--- src/rtl/mon_pkg.sv ---
package mon_pkg;

  typedef struct packed {
    logic rxEnable;
    logic txStart;
  } monStrobe_t;

  typedef enum logic [1:0] {
    RX_IDLE,
    RX_START,
    RX_DATA,
    RX_STOP
  } rxState_t;

  typedef enum logic [1:0] {
    SEQ_OFF,
    SEQ_INTAKE,
    SEQ_BREAK,
    SEQ_READY
  } seqState_t;

endpackage

--- src/rtl/mon_datapath.sv ---
module mon_datapath
  import mon_pkg::*;
#(
  parameter int OVERSAMPLE = 16,
  parameter int DATA_BITS  = 8,
  parameter int BREAK_BITS = 10
) (
  input  logic                 clk,
  input  logic                 rstN,
  input  logic                 tick,
  input  logic                 rxIn,
  input  monStrobe_t           ctrl,
  output logic [DATA_BITS-1:0] rxByte,
  output logic                 rxValid,
  output logic                 frameErr,
  output logic                 txOut,
  output logic                 txOe,
  output logic                 breakDone
);

  localparam int SW = $clog2(OVERSAMPLE);
  localparam int BW = $clog2(DATA_BITS);
  localparam int TW = $clog2(OVERSAMPLE * BREAK_BITS);
  localparam logic [SW-1:0] MID_S   = SW'(OVERSAMPLE / 2 - 1);
  localparam logic [SW-1:0] LAST_S  = SW'(OVERSAMPLE - 1);
  localparam logic [BW-1:0] LAST_B  = BW'(DATA_BITS - 1);
  localparam logic [TW-1:0] LAST_T  = TW'(OVERSAMPLE * BREAK_BITS - 1);

  rxState_t             rxSt;
  logic [SW-1:0]        sCnt;
  logic [BW-1:0]        bitIdx;
  logic [DATA_BITS-1:0] shReg;
  logic                 txBusy;
  logic [TW-1:0]        tCnt;

  // receiver
  always_ff @(posedge clk or negedge rstN) begin
    if (!rstN) begin
      rxSt     <= RX_IDLE;
      sCnt     <= '0;
      bitIdx   <= '0;
      shReg    <= '0;
      rxByte   <= '0;
      rxValid  <= 1'b0;
      frameErr <= 1'b0;
    end else begin
      rxValid  <= 1'b0;
      frameErr <= 1'b0;
      if (!ctrl.rxEnable) begin
        rxSt <= RX_IDLE;
      end else if (tick) begin
        case (rxSt)
          RX_IDLE: begin
            if (!rxIn) begin
              rxSt <= RX_START;
              sCnt <= '0;
            end
          end
          RX_START: begin
            if (sCnt == MID_S) begin
              sCnt   <= '0;
              bitIdx <= '0;
              rxSt   <= rxIn ? RX_IDLE : RX_DATA;
            end else begin
              sCnt <= sCnt + 1'b1;
            end
          end
          RX_DATA: begin
            if (sCnt == LAST_S) begin
              sCnt  <= '0;
              shReg <= {rxIn, shReg[DATA_BITS-1:1]};
              if (bitIdx == LAST_B) rxSt <= RX_STOP;
              else bitIdx <= bitIdx + 1'b1;
            end else begin
              sCnt <= sCnt + 1'b1;
            end
          end
          default: begin
            if (sCnt == LAST_S) begin
              sCnt <= '0;
              rxSt <= RX_IDLE;
              if (rxIn) begin
                rxByte  <= shReg;
                rxValid <= 1'b1;
              end else begin
                frameErr <= 1'b1;
              end
            end else begin
              sCnt <= sCnt + 1'b1;
            end
          end
        endcase
      end
    end
  end

  // break transmitter
  always_ff @(posedge clk or negedge rstN) begin
    if (!rstN) begin
      txBusy    <= 1'b0;
      tCnt      <= '0;
      breakDone <= 1'b0;
    end else begin
      breakDone <= 1'b0;
      if (ctrl.txStart) begin
        txBusy <= 1'b1;
        tCnt   <= '0;
      end else if (txBusy && tick) begin
        if (tCnt == LAST_T) begin
          txBusy    <= 1'b0;
          breakDone <= 1'b1;
        end else begin
          tCnt <= tCnt + 1'b1;
        end
      end
    end
  end

  assign txOe  = txBusy;
  assign txOut = ~txBusy;

endmodule

--- src/rtl/mon_control.sv ---
module mon_control
  import mon_pkg::*;
#(
  parameter int                  SEC_BYTES  = 8,
  parameter int                  MODE_W     = 2,
  parameter logic [MODE_W-1:0]   MODE_ENTRY = 2'b01,
  localparam int                 CW         = $clog2(SEC_BYTES + 1)
) (
  input  logic              clk,
  input  logic              rstN,
  input  logic              hvDetect,
  input  logic [MODE_W-1:0] modeSel,
  input  logic              rxValid,
  input  logic              breakDone,
  output monStrobe_t        ctrl,
  output logic              monMode,
  output logic              clkSelInt,
  output logic              ready,
  output logic [CW-1:0]     secCount
);

  localparam logic [CW-1:0] LAST_C = CW'(SEC_BYTES - 1);

  seqState_t seqSt;
  logic      sampled;

  always_ff @(posedge clk or negedge rstN) begin
    if (!rstN) begin
      sampled   <= 1'b0;
      monMode   <= 1'b0;
      clkSelInt <= 1'b0;
      seqSt     <= SEQ_OFF;
      secCount  <= '0;
    end else begin
      if (!sampled) begin
        sampled <= 1'b1;
        monMode <= hvDetect && (modeSel == MODE_ENTRY);
        if (hvDetect && (modeSel == MODE_ENTRY)) seqSt <= SEQ_INTAKE;
      end
      if (sampled && monMode && !hvDetect) clkSelInt <= 1'b1;
      case (seqSt)
        SEQ_INTAKE: begin
          if (rxValid) begin
            secCount <= secCount + 1'b1;
            if (secCount == LAST_C) seqSt <= SEQ_BREAK;
          end
        end
        SEQ_BREAK: begin
          if (breakDone) seqSt <= SEQ_READY;
        end
        default: ;
      endcase
    end
  end

  always_comb begin
    ctrl.rxEnable = (seqSt == SEQ_INTAKE);
    ctrl.txStart  = (seqSt == SEQ_INTAKE) && rxValid && (secCount == LAST_C);
  end

  assign ready = (seqSt == SEQ_READY);

endmodule

--- src/rtl/mon_entry_seq.sv ---
module mon_entry_seq
  import mon_pkg::*;
#(
  parameter int OVERSAMPLE = 16,
  parameter int DATA_BITS  = 8,
  parameter int BREAK_BITS = 10,
  parameter int SEC_BYTES  = 8,
  localparam int CW        = $clog2(SEC_BYTES + 1)
) (
  input  logic                 clk,
  input  logic                 rstN,
  input  logic                 hvDetect,
  input  logic [1:0]           modeSel,
  input  logic                 bitTick16,
  input  logic                 rxIn,
  output logic                 txOut,
  output logic                 txOe,
  output logic                 clkSelInt,
  output logic                 monMode,
  output logic                 ready,
  output logic [DATA_BITS-1:0] rxByte,
  output logic                 rxValid,
  output logic                 frameErr,
  output logic [CW-1:0]        secCount
);

  monStrobe_t ctrl;
  logic       breakDone;

  mon_control #(
    .SEC_BYTES (SEC_BYTES),
    .MODE_W    (2),
    .MODE_ENTRY(2'b01)
  ) u_ctrl (
    .clk      (clk),
    .rstN     (rstN),
    .hvDetect (hvDetect),
    .modeSel  (modeSel),
    .rxValid  (rxValid),
    .breakDone(breakDone),
    .ctrl     (ctrl),
    .monMode  (monMode),
    .clkSelInt(clkSelInt),
    .ready    (ready),
    .secCount (secCount)
  );

  mon_datapath #(
    .OVERSAMPLE(OVERSAMPLE),
    .DATA_BITS (DATA_BITS),
    .BREAK_BITS(BREAK_BITS)
  ) u_dp (
    .clk      (clk),
    .rstN     (rstN),
    .tick     (bitTick16),
    .rxIn     (rxIn),
    .ctrl     (ctrl),
    .rxByte   (rxByte),
    .rxValid  (rxValid),
    .frameErr (frameErr),
    .txOut    (txOut),
    .txOe     (txOe),
    .breakDone(breakDone)
  );

endmodule

--- config.mk ---
export PLATFORM = sky130hd
export DESIGN_NAME = mon_entry_seq
export DESIGN_NICKNAME = d
export VERILOG_FILES = /design/src/rtl/mon_pkg.sv /design/src/rtl/mon_datapath.sv /design/src/rtl/mon_control.sv /design/src/rtl/mon_entry_seq.sv
export SDC_FILE = /design/constraint.sdc
export NUM_CORES = 1
export LEC_CHECK = 0
export ABC_AREA = 1
export BUFFER_PORTS_ARGS = -buffer_cell sky130_fd_sc_hd__buf_2
export CAP_MARGIN = 20
export CORE_ASPECT_RATIO = 1.25
export CORE_MARGIN = 2
export CORE_UTILIZATION = 46
export CTS_CLUSTER_SIZE = 12
export DETAILED_ROUTE_END_ITERATION = 12
export PLACE_DENSITY = 0.65
export SLEW_MARGIN = 10
export SYNTH_ARGS = -nofsm -noshare
export SYNTH_HDL_FRONTEND = slang
export SYNTH_SLANG_ARGS = --single-unit
--- constraint.sdc ---
create_clock -name clk -period 2 [get_ports clk]
set_input_delay 0.4 -clock clk [delete_from_list [all_inputs] [get_ports clk]]
set_output_delay 0.4 -clock clk [all_outputs]
set_load 0.03 [all_outputs]
==> metrics.yaml, run 1 <==
grt_pass1_vias: 1773
cts_root_buf: "clkbuf_8"
required_ps: 2190
routedWlPerCell_um: 11.3
cts_tree: "done"
instances_no_fill: 370
placed_cells: 362
synth_top_family_by_area: "simple AND/OR/NAND/NOR gates"
setup_tns_ps: 0
first_pass_iters: 4
synth_xor_area_share_pct: 2.57
most-common-layout-cells: "nand2_1 (65), dfrtp_1 (46), inv_1 (35), nand3_1 (27), buf_2 (25)"
synth_area_mm2: 0.00238
final_nets: 322
crit_start: "u_ctrl.seqSt[1]$_DFF_PN0_"
post-cts-setup-buffer-count: 0
cts_htree_levels: 2
skew_ps: 9.44
layout_min_cycle_time_ps: 1660
ir_drop_mv: 0.450
synth_fa_ha_area_share_pct: 4.20
grt_pass1_wl_um: 7740
cap_violations: 0
r2r-start: "u_ctrl.seqSt[1]$_DFF_PN0_"
r2r_end: "u_dp.bitIdx[1]$_DFFE_PN0P_"
placed_area_mm2: 0.00256
end_kind: "flip-flop"
drv_slew: 0
drt_iter0_drc: 171
rsz0062_at_grt: "no"
routed_wl_um: 4180
p_leak_nw: 1.39
clkTransAtPathRegs_ps: 100
grt_max_degree: 47
fin_crit_sh_pct: 83.0
routed-via-count: 1812
synth-compound-area-share_pct: 11.3
arrival_ps: 1850
design_area_mm2: 0.00266
dieWidth_um: 68.4
drt-vias-per-instance: 4.90
place_hpwl_um: 3080
critPathMaxFanout: 18
clock_sinks: 46
antenna_found_initial: 0
powerDensity_mw_per_mm2: 836
ctsLongestPathBuffers: 2
final_common_cell: "nand2_1"
start_util_pct: 47.3
netlist_instances: 278
die-area_mm2: 0.00578
pin_count: 26
r2r.worst_path.cells: 7
synth.mux.area_fraction_pct: 0
hp-class: "input port to asynchronous set/reset pin"
ys_seq_area_share_pct: 48.3
yosysWarnings: 0
worstSetupPathType: "flip-flop to flip-flop"
clock.fmax_mhz: 602
synthSimpleGateAreaFrac_pct: 25.2
ys_ff_latch: 46
worstSkewPairLatency_ps: 300
r2r_slack_ps: 340
synth_cell_types: 32
avgSynthCellArea_um2: 8.57
cts_inserted_buffers: 5
syn_nets: 293
cts_hold_buf: 0
cts_resized: 0
die_h_um: 84.5
core_area_mm2: 0.00504
gp_congestion: 0.831
grt_usage_pct: 17.2
postRouteAntennaNets: 0
worst_setup_path_start_kind: "flip-flop"
antennaDiodeCount: 0
cp-endpoint: "u_dp.bitIdx[1]$_DFFE_PN0P_"
drc_errors: 0
std_cell_rows: 29
layout-drive-gt1-share_pct: 21.8
syn_to_final_growth_pct: 11.6
hold_viol_final: 0
setup_viol: 0
port_buffers: 25
status: "complete, no violations"
grt_overflow: 0
==> per-layer routing <==
layer	global-route usage, %	vias to the layer above	part of all wire, %	wire length, µm
li1	-	949	-	-
met1	22.3	834	46	1930
met2	27.4	22	49	2060
met3	3.89	7	2.9	123
met4	6.73	0	1.5	63
met5	0	-	0	0
==> synth_stat cells <==
| cell | instances | area [µm²] |
|---|---|---|
| inv_1 | 35 | 131 |
| dfrtp_1 | 46 | 1150 |
| nand3b_1 | 1 | 7.51 |
| nand4_1 | 2 | 12.5 |
| ha_1 | 8 | 100 |
| a21oi_1 | 5 | 25.0 |
| a31oi_1 | 1 | 6.26 |
| clkinv_1 | 1 | 3.75 |
| o21ai_0 | 11 | 55.1 |
| nor2_4 | 1 | 11.3 |
| xor2_1 | 5 | 43.8 |
| nor2_1 | 20 | 75.1 |
| a21oi_2 | 1 | 8.76 |
| conb_1 | 1 | 3.75 |
| nor3_1 | 2 | 10.0 |
| nor4_1 | 2 | 12.5 |
| nor2_2 | 3 | 18.8 |
| o21bai_1 | 1 | 7.51 |
| nand2_1 | 65 | 244 |
| nand3_4 | 1 | 17.5 |
| o21ai_2 | 14 | 123 |
| nand2_4 | 2 | 22.5 |
| xnor2_1 | 2 | 17.5 |
| buf_6 | 3 | 33.8 |
| o21ai_1 | 5 | 25.0 |
| nand3_1 | 27 | 135 |
| buf_4 | 1 | 7.51 |
| nand3_2 | 1 | 10.0 |
| nand2_2 | 4 | 25.0 |
| inv_2 | 5 | 18.8 |
| o211ai_2 | 1 | 12.5 |
| a22oi_1 | 1 | 7.51 |
==> power by group <==
| part | internal (W) | switching (W) | total, W |
|---|---|---|---|
| logic | 0.000172 | 0.000300 | 0.000472 |
| registers | 0.00103 | 0.000116 | 0.00114 |
| clock network | 0.000260 | 0.000348 | 0.000608 |
==> cells by family (layout without fill, tap and decap cells) <==
| group | Yosys count | after routing |
|---|---|---|
| fa+ha+maj | 8 | 8 |
| simple gates | 131 | 131 |
| xor+xnor | 7 | 7 |
| compound gates | 40 | 40 |
| other cells | 1 | 1 |
| flops | 46 | 46 |
| buf+inv | 45 | 75 |
==> flip-flops by register name (all words and copies together) (netlist names) <==
name              flops
u_dp.breakDone        1
u_ctrl.clkSelInt      1
u_dp.rxValid          1
u_dp.rxSt             2
u_dp.sCnt             4
u_dp.rxByte           8
u_dp.tCnt             8
u_dp.frameErr         1
u_dp.shReg            8
u_ctrl.seqSt          2
u_ctrl.monMode        1
u_dp.txOe             1
u_ctrl.secCount       4
u_dp.bitIdx           3
u_ctrl.sampled        1
==> per-stage QoR <==
step / setup WS (ps) / hold WS (ps) / total power (W) / utilization (%)
finish: 340 / 55.7 / 0.00222 / 52.7
global route: 117 / 59.3 / 0.00240 / 52.7
CTS: 334 / 62.6 / 0.00225 / 52.7
detailed placement: 332 / 400 / 0.00164 / 50.9
global placement: 420 / 399 / 0.00163 / 50.9
floorplan: 540 / 104 / 0.00151 / -
==> how the worst min path moves through the flow <==
stage                     from                      endpoint
final                     rstN      u_dp.tCnt[2]$_DFFE_PN0P_
after global routing      rstN    u_dp.rxByte[0]$_DFFE_PN0P_
after detailed placement  rstN      u_dp.tCnt[2]$_DFFE_PN0P_
after floorplan           rstN  u_ctrl.clkSelInt$_DFFE_PN0P_
after global placement    rstN      u_dp.tCnt[2]$_DFFE_PN0P_
after CTS                 rstN    u_dp.rxByte[0]$_DFFE_PN0P_
==> critical path, cell delays in order (launching register included) <==
cell and delay [ps]:
dfrtp_1 420, inv_1 80, ha_1 280, nand2_1 90, clkinv_1 110, nand3_4 220
o21ai_1 260, o21ai_0 110
==> area by class of cell <==
cell class                      count  area [µm²]
Clock buffer                        5        68.8
Clock inverter                      3        26.3
Fill cell                         484        2380
Inverter                           41         154
Multi-Input combinational cell    187        1040
Sequential cell                    46        1150
Tap cell                           62        77.6
Timing Repair Buffer               26         145
No activity file was read; power rests on OpenSTA's default activity.
==> run 2, diff against run 1 <==
==> constraint.sdc (replaced) <==
create_clock -name clk -period 1.7 [get_ports clk]
set_input_delay 0.34 -clock clk [delete_from_list [all_inputs] [get_ports clk]]
set_output_delay 0.34 -clock clk [all_outputs]
set_load 0.03 [all_outputs]
==> run 2 against run 1 <==
Compared with the run above: sequential cell count stayed put; maximum frequency is 7.4% higher; via count is 0.33% higher; sequential power is 18% higher; final cell count is 0.81% higher; die area stayed put; first-iteration DRC count is 54% lower; count of clock-buffer cells in the layout is 1 higher.
==> metrics.yaml, run 2 (synthesized netlist as in run 1, its figures left out) <==
die_h_um: 84.5  # unchanged
grt_pass1_wl_um: 7740  # unchanged
most-common-layout-cells: "nand2_1 (65), dfrtp_1 (46), inv_1 (35), nand3_1 (27), buf_2 (25)"  # unchanged
skew_ps: 4.02  # was 9.44 ps
fin_crit_sh_pct: 90.9  # was 83.0%
r2r_slack_ps: 150  # was 340 ps
max_stage_delay_ps: 420  # about the same
core_area_mm2: 0.00504  # unchanged
clock.fmax_mhz: 647  # was 602 MHz
setup_tns_ps: 0  # unchanged
placed_cells: 364  # was 362
drv_slew: 0  # unchanged
setup_viol: 0  # unchanged
ir_drop_mv: 0.596  # was 0.450 mV
place_hpwl_um: 3210  # was 3080 µm
grt_pass1_vias: 1822  # was 1773
die-area_mm2: 0.00578  # unchanged
grt_overflow: 0  # unchanged
routed-via-count: 1818  # was 1812
cap_violations: 0  # unchanged
p_leak_nw: 1.42  # was 1.39 nW
rsz0062_at_grt: "no"  # unchanged
drc_errors: 0  # unchanged
hold_viol_final: 0  # unchanged
gp_congestion: 0.879  # was 0.831
layout_min_cycle_time_ps: 1550  # was 1660 ps
final_common_cell: "nand2_1"  # unchanged
routedWlPerCell_um: 11.4  # was 11.3 µm
worstSkewPairLatency_ps: 290  # was 300 ps
fin_ws_ps: 154  # was 340 ps
syn_to_final_growth_pct: 14.9  # was 11.6%
grt_max_degree: 31  # was 47
dieWidth_um: 68.4  # unchanged
port_buffers: 25  # unchanged
antenna_found_initial: 0  # unchanged
worst_setup_path_start_kind: "flip-flop"  # unchanged
drt_iter0_drc: 79  # was 171
cpMostUsedCell: "nand2_2"
hp-class: "input port to flip-flop"  # was input port to asynchronous set/reset pin
routed_wl_um: 4260  # was 4180 µm
postRouteAntennaNets: 0  # unchanged
layout-drive-gt1-share_pct: 22.8  # was 21.8%
cts_htree_levels: 2  # unchanged
start_util_pct: 47.3  # unchanged
first_pass_iters: 4  # unchanged
cts_root_buf: "clkbuf_8"  # unchanged
crit_chain: "inv_1 > ha_2 > nand2_2 > nor2_4 > inv_2 > nand2_2 > nand2_4 > nand2_1 > o21ai_1"  # was inv_1 > ha_1 > nand2_1 > clkinv_1 > nand3_4 > o21ai_1 > o21ai_0
clock_sinks: 46  # unchanged
crit_slowest_cell: "dfrtp_1"  # unchanged
end_kind: "flip-flop"  # unchanged
critPathMaxFanout: 13  # was 18
largestRegisters: "u_dp.rxByte: 8 flops, u_dp.shReg: 8 flops, u_dp.tCnt: 8 flops"  # unchanged
dp_slack_ps: 92.5  # was 332 ps
post-cts-setup-buffer-count: 0  # unchanged
powerDensity_mw_per_mm2: 1060  # was 836 mW/mm²
pin_count: 26  # unchanged
clkTransAtPathRegs_ps: 80  # was 100 ps
drt-vias-per-instance: 4.87  # was 4.90
antennaDiodeCount: 0  # unchanged
worstSetupPathType: "flip-flop to flip-flop"  # unchanged
ctsLongestPathBuffers: 2  # unchanged
r2r.worst_path.cells: 9  # was 7
required_ps: 1880  # was 2190 ps
status: "complete, no violations"  # unchanged
grt_usage_pct: 17.4  # was 17.2%
arrival_ps: 1730  # was 1850 ps
std_cell_rows: 29  # unchanged
cts_tree: "done"  # unchanged
final_nets: 325  # was 322
instances_no_fill: 373  # was 370
cts_inserted_buffers: 5  # unchanged
min_path_cells: 2
run 2: changes by cell type in the layout (fill, tap and decap cells not counted), sizes merged:
cell	change
clkbuf	+1
dlygate4sd3	+1
inv	-3
buf	+2
bufinv	+2
run 2: timing repair:
item / CTS / global route
hold buffers: 1 / 0
endpoints found under the hold margin: 16 / 0
resized for setup: 0 / 2
endpoints found under the setup margin: 0 / 8
run 2: where the power goes:
part,total [W],internal (W),switching (W)
clock network,0.000995,0.000627,0.000368
logic,0.000564,0.000207,0.000356
registers,0.00135,0.00121,0.000139
run 2: metrics by stage:
stage               power [W]  util (%)  hold slack [ps]  instance area, µm²
floorplan             0.00178         -             44.4                2380
finish                0.00291      54.3              233                2740
CTS                   0.00294      54.2              228                2730
global placement      0.00191      51.2              291                2580
global route          0.00310      54.3              214                2740
detailed placement    0.00193      51.2              296                2580
run 2: area by class of cell:
class	instances	area [µm²]
fillers	478	2310
flip-flops and latches	46	1150
multi-input cells	187	1040
repair buffers	29	170
inverters	41	154
clock buffers	6	82.6
well taps	62	77.6
clock inverters	2	60.1
run 2: worst max-delay path: cells and delay by family, from the launching register on:
kind                     cells  cell delay [ps]
AO/OA/AOI/OAI                1               60
adder cells (fa/ha/maj)      1              240
buffers and inverters        2              200
flip-flops                   1              420
AND/OR/NAND/NOR              5              510
run 2: metal layers:
layer	vias to the layer above	share of wire, %	global-route usage [%]
met3	5	3.1	4.83
li1	951	-	-
met4	0	1.2	6.91
met2	20	49	27.4
met5	-	0	0
met1	842	47	22.3
run 2: final timing paths:
path	to	start
hold reg to reg	u_ctrl.clkSelInt$_DFFE_PN0P_	u_ctrl.clkSelInt$_DFFE_PN0P_
hold / removal	u_ctrl.clkSelInt$_DFFE_PN0P_	hvDetect
setup reg to reg	u_dp.tCnt[5]$_DFFE_PN0P_	u_ctrl.seqSt[1]$_DFF_PN0_
setup / recovery	u_dp.tCnt[5]$_DFFE_PN0P_	u_ctrl.seqSt[1]$_DFF_PN0_
min in group asynchronous	u_ctrl.secCount[0]$_DFFE_PN0P_	rstN
max in group asynchronous	u_dp.sCnt[0]$_DFFE_PN0P_	rstN
